==> config.mk <==
export PLATFORM = sky130hd
export DESIGN_NAME = flash_rst_pwr_ctl
export DESIGN_NICKNAME = d
export VERILOG_FILES = /design/src/rtl/flash_rst_pwr_ctl.sv
export SDC_FILE = /design/constraint.sdc
export NUM_CORES = 1
export LEC_CHECK = 0
export BUFFER_PORTS_ARGS = -buffer_cell sky130_fd_sc_hd__buf_2
export CORE_MARGIN = 2
export CORE_UTILIZATION = 47
export DETAILED_ROUTE_END_ITERATION = 8
export PLACE_DENSITY_LB_ADDON = 0.3
export SLEW_MARGIN = 20
export SYNTH_ARGS = -nofsm -noshare
export SYNTH_HDL_FRONTEND = slang
export SYNTH_SLANG_ARGS = --single-unit
==> constraint.sdc <==
create_clock -name clk -period 1.4 [get_ports clk]
set_clock_uncertainty 0.05 [all_clocks]
set_input_delay 0.21 -clock clk [delete_from_list [all_inputs] [get_ports clk]]
set_output_delay 0.21 -clock clk [all_outputs]
set_load 0.02 [all_outputs]
==> src/rtl/flash_rst_pwr_ctl.sv <==
module flash_rst_pwr_ctl #(
  parameter int AW      = 8,
  parameter int T_RP    = 4,
  parameter int T_READY = 20,
  parameter int T_RH    = 3,
  parameter int T_SLP   = 6
) (
  input  logic          clk,
  input  logic          rst_n,
  input  logic          ce_n,
  input  logic          oe_n,
  input  logic          we_n,
  input  logic          rst_pin_n,
  input  logic [AW-1:0] addr,
  input  logic          pe_busy,
  output logic          ry_by_n,
  output logic          dout_en,
  output logic          pe_abort,
  output logic          csm_reset,
  output logic          sleep,
  output logic          power_standby,
  output logic          read_ok
);
  localparam int RPW = $clog2(T_RP + 1);
  localparam int RDW = $clog2(T_READY + 1);
  localparam int RHW = $clog2(T_RH + 1);
  localparam int SLW = $clog2(T_SLP + 1);

  logic [RPW-1:0] rp_cnt;
  logic [RDW-1:0] rec_cnt;
  logic [RHW-1:0] rh_cnt;
  logic [SLW-1:0] sl_cnt;
  logic [AW-1:0]  addr_q;
  logic           hold_busy;
  logic           abort_q;

  logic qual, qual_edge, addr_moved;
  assign qual       = (rp_cnt == RPW'(T_RP));
  assign qual_edge  = !rst_pin_n && (rp_cnt == RPW'(T_RP - 1));
  assign addr_moved = (addr != addr_q);

  always_ff @(posedge clk or negedge rst_n)
    if (!rst_n)            rp_cnt <= '0;
    else if (rst_pin_n)    rp_cnt <= '0;
    else if (!qual)        rp_cnt <= rp_cnt + 1'b1;

  always_ff @(posedge clk or negedge rst_n)
    if (!rst_n) begin
      rec_cnt   <= '0;
      hold_busy <= 1'b0;
      abort_q   <= 1'b0;
    end else begin
      abort_q <= qual_edge && pe_busy;
      if (qual_edge) begin
        rec_cnt   <= RDW'(T_READY);
        hold_busy <= pe_busy;
      end else if (rec_cnt != '0) begin
        rec_cnt <= rec_cnt - 1'b1;
      end
    end

  always_ff @(posedge clk or negedge rst_n)
    if (!rst_n)             rh_cnt <= '0;
    else if (!rst_pin_n)    rh_cnt <= RHW'(T_RH);
    else if (rh_cnt != '0)  rh_cnt <= rh_cnt - 1'b1;

  always_ff @(posedge clk or negedge rst_n)
    if (!rst_n) begin
      addr_q <= '0;
      sl_cnt <= '0;
    end else begin
      addr_q <= addr;
      if (addr_moved)                   sl_cnt <= '0;
      else if (sl_cnt != SLW'(T_SLP))   sl_cnt <= sl_cnt + 1'b1;
    end

  assign pe_abort      = abort_q;
  assign csm_reset     = qual;
  assign ry_by_n       = !((pe_busy && !qual) || (hold_busy && rec_cnt != '0));
  assign read_ok       = rst_pin_n && (rh_cnt == '0) && (rec_cnt == '0);
  assign dout_en       = read_ok && !ce_n && !oe_n && we_n;
  assign power_standby = ce_n && !pe_busy;
  assign sleep         = (sl_cnt == SLW'(T_SLP));
endmodule


* Word level (Yosys, flattened, before mapping)
Cells that the tools add are included.
Widths: inputs -> output; s select.
** Operators by class
- Add/sub/neg operators :: 4
- Equal/unequal tests :: 7
- Mux-type cells :: 8
- Reductions and logical operators :: 23
** Operators with widths (number)
- $mux 3 :: 4
- $logic_and 1x1->1 :: 10
- $mux 5 :: 2
- $ne 8x8->1 :: 1
- $add 3x1->3 const B :: 2
- $eq 3x3->1 const B :: 2
- $logic_not 1->1 :: 6
- $reduce_bool 2->1 :: 3
- $logic_not 5->1 :: 1
- $reduce_bool 5->1 :: 1
- $sub 5x1->5 const B :: 1
- $mux 2 :: 2
- $eq 3x2->1 const B :: 1
- $ne 3x3->1 const B :: 1
- $logic_not 2->1 :: 1
- $ne 2x1->1 const B :: 1
- $ne 2x2->1 const B :: 1
- $sub 2x1->2 const B :: 1
- $logic_or 1x1->1 :: 1
** Storage, ports and cells
- Register bits after elaboration :: 23
- Bits of input ports :: 15
- Output and inout port bits :: 7
- Logic and storage cells :: 49

* Logic depth before layout (Yosys ltp)
- Depth after elaboration :: 6
- Depth in mapped cells :: 5
- Gate-level depth less buffers :: 5

* Worst setup path after synthesis
OpenSTA, ideal clock, no wires.
- Kind :: register -> output
- Start :: reg rec_cnt[0]
- End :: out ry_by_n
- Data arrival time :: 1.463 ns
- Data required time :: 1.140 ns
- Setup slack :: -0.323 ns
- Stages on the path, launching flop included :: 5
- Buffers on the path :: 0
- Cells stage by stage :: dfrtp_1 > inv_1 > ha_1 > or4b_4 > a22oi_1
** Between the ends
- Cells in the longest elaborated chain, start to end :: 4
** RTL lines
- start: declaration :: line 30 : logic [RDW-1:0] rec_cnt;
- start signal: assignment :: line 55 : rec_cnt <= RDW'(T_READY);
- start signal: assignment :: line 58 : rec_cnt <= rec_cnt - 1'b1;
- $reduce_bool 5->1 :: line 79 : assign ry_by_n = !((pe_busy && !qual) || (hold_busy && rec_cnt != '0));
- $logic_and 1x1->1 :: line 79
- $logic_or 1x1->1 :: line 79
- $logic_not 1->1 :: line 79
- end: declaration :: line 16 : output logic ry_by_n,
No other way between the ends.

* Worst setup path after layout
- Start :: reg rec_cnt[1]
- End :: out ry_by_n
The elaborated chain is that of the path after synthesis.

==> flow_summary.ini <==
[synth]
synth_fa_ha_area_share_pct = 8.27
synth_top_area_share_pct = 54.4
synth_edf_count = 0
synth-simple-area-share_pct = 15.0
synth_top_flop_cell = dfrtp_1
synth-xor-area-share_pct = 9.10
yosysSeqAreaShare_pct = 54.4
syn_avg_cell_area_sq_um = 11.3
syn_area_sq_um = 1060
ys_ff_latch = 23
synthCells = 94
synth_nets = 116
yosys_warnings = 0
muxShareOfSynthArea_pct = 1.06
synth_area_leaders = dfrtp_1, ha_1, xnor2_1
synth_compound_area_share_pct = 7.92
synth_top_family_by_area = simple AND/OR/NAND/NOR gates
ys_types = 25
synth_area_leader_cell = dfrtp_1
async_flop_share_pct = 100

[placed_design]
io_buffers = 21
gp_congestion = 0.752
hpwl_microns = 1560

[grt]
antenna_found_initial = 0
grt_pass1_vias = 907
grt_use_total_pct = 20.0
grt_max_degree = 24
grt_pass1_wl_microns = 3860
grt_overflow = 0

[drt]
ant_nets = 0
wl_per_cell_microns = 13.0
drtIter0Drc = 13
num_vias = 876
drt-total-wl_microns = 2320
first_pass_iters = 4
drc = 0
vias_per_cell = 4.89

[power_and_ir_drop]
powerDensity_nw_per_um2 = 1450
power.leakage_nw = 0.799
vdd_drop_max_uv = 1180
p_total_mw = 2.40

[die]
die_y_microns = 51.5
die-area_sq_um = 2650
pin_count = 22
core_area_sq_um = 2170
die_width_microns = 51.5
num_rows = 17
start_util_pct = 48.8

[setup_path]
crit_arrival_ps = 1670
r2r_setup_slack_ps = -170
critPathKind = reg -> out
start_kind = register
cpPeakStageDelay_ps = 460
cp.required_ps = 1140
crit_fanout = 3
cp_cell_sequence = inv_2 > ha_4 > or4b_4 > a22oi_2 > buf_4
cp_slowest_cell = or4b_4
critPathCaptureType = output pin

[clock_tree]
numClockSinks = 23
cts_root_buf = clkbuf_4
clk_pin_slew_ps = 120
insertion_delay_ps = 300
cts_made_buffers = 3
htreeDepth = 1
clockBufferDepth = 2
cts_tree = built

[timing]
setup_tns_ps = -2060
min_period_ps = 1930
fmax_ghz = 0.517
drv_slew = 0
setup_viol = 8
setup_ws_ps = -535
period_share_pct = 138
hold_violations = 0
worst-slew-pin-transition_ps = 508
hold_ws_ps = 97.9
slew_headroom_pct = 66.1
rsz0062_at_grt = true

[finish]
syn_to_final_growth_pct = 56.3
drive_gt1_share_pct = 47.0
num-nets-final = 174
antenna_cells = 0

[status]
violations = negative setup slack
status = finished with violations

[run]
timing.max_cap.violations = 0

[min_path]
hp-class = in -> reg
[per-layer routing]
layer  vias to the layer above  GRT usage, %  wire length, microns
met5                         -             0                     0
met3                         9          2.92                    66
met2                        21          35.0                  1230
li1                        430             -                     -
met1                       416          24.0                   951
met4                         0          9.21                    66
[through the flow]
stage / utilization, % / std cells / cell area [sq um] / setup slack, ps
floorplan: - / 94 / 1080 / -211
detailed placement: 60.3 / 154 / 1310 / -289
global placement: 60.3 / 154 / 1310 / -236
finish: 76.2 / 179 / 1650 / -535
global route: 76.2 / 179 / 1650 / -604
CTS: 71.9 / 174 / 1560 / -582
[worst max-delay path, delay by kind of cell (launching register included)]
kind / cells / cell delay (ps)
fa+ha+maj: 1 / 130
simple gates: 1 / 460
buf+inv: 2 / 230
compound gates: 1 / 130
flops: 1 / 410
[kinds of logic after synthesis]
family | Yosys count
buffers and inverters | 12
adder cells (fa/ha/maj) | 7
flip-flops | 23
AND/OR/NAND/NOR | 28
multiplexers | 1
XOR/XNOR | 11
AO/OA/AOI/OAI | 12
[Yosys cell counts (all sizes together), types with 4 or more instances]
| cell | instances |
|---|---|
| ha | 7 |
| a21oi | 4 |
| xnor2 | 10 |
| nand2 | 5 |
| dfrtp | 23 |
| inv | 12 |
| nor2 | 6 |
| nor3 | 4 |
[path summary, 6_finish.rpt]
path | start | endpoint | cells past startpoint
min in group asynchronous | rst_n | rec_cnt[0]$_DFFE_PN0P_ | 2
max in group asynchronous | rst_n | rh_cnt[0]$_DFFE_PN0P_ | 2
min reg2reg | rh_cnt[0]$_DFFE_PN0P_ | rh_cnt[0]$_DFFE_PN0P_ | 2
max | rec_cnt[1]$_DFFE_PN0P_ | ry_by_n | 5
max reg2reg | rec_cnt[1]$_DFFE_PN0P_ | rec_cnt[1]$_DFFE_PN0P_ | 5
min | rst_pin_n | rh_cnt[0]$_DFFE_PN0P_ | 2
[report_power, final]
part / leakage [nW] / total, mW / internal [mW] / switching (mW)
logic: 0.502 / 1.14 / 0.650 / 0.492
clock network: 0.0150 / 0.299 / 0.111 / 0.188
registers: 0.282 / 0.955 / 0.819 / 0.136
[flip-flops by register name, indices dropped and copies added (netlist names)]
signal,count
pe_abort,1
rh_cnt,2
rp_cnt,3
addr_q,8
sl_cnt,3
hold_busy,1
rec_cnt,5
[final cells by class]
cell class / count / area, sq um
repair buffers: 53 / 410
multi-input cells: 59 / 562
fillers: 161 / 515
clock buffers: 4 / 26.3
well taps: 28 / 35.0
flip-flops and latches: 23 / 576
inverters: 12 / 45.0
[cell usage in the layout, fill, tap and decap left out, drive strengths merged, types with 2 or more instances in the layout]
cell type     n
buf          44
nand2b        2
inv          12
o31ai         2
nand4         2
o211ai        2
a21oi         4
dfrtp        23
nor2b         2
nand2         5
nor2          6
ha            7
clkbuf        4
xnor2        10
nor3          4
and3          2
dlygate4sd3   9
[what timing repair did]
action	CTS	global route
hold buffers	9	0
pin swaps	5	5
gates resized for setup	24	15
hold endpoints to repair	31	0
setup buffers	7	7
endpoints found under the setup margin	9	12
Power figures use the tool's default switching activity.
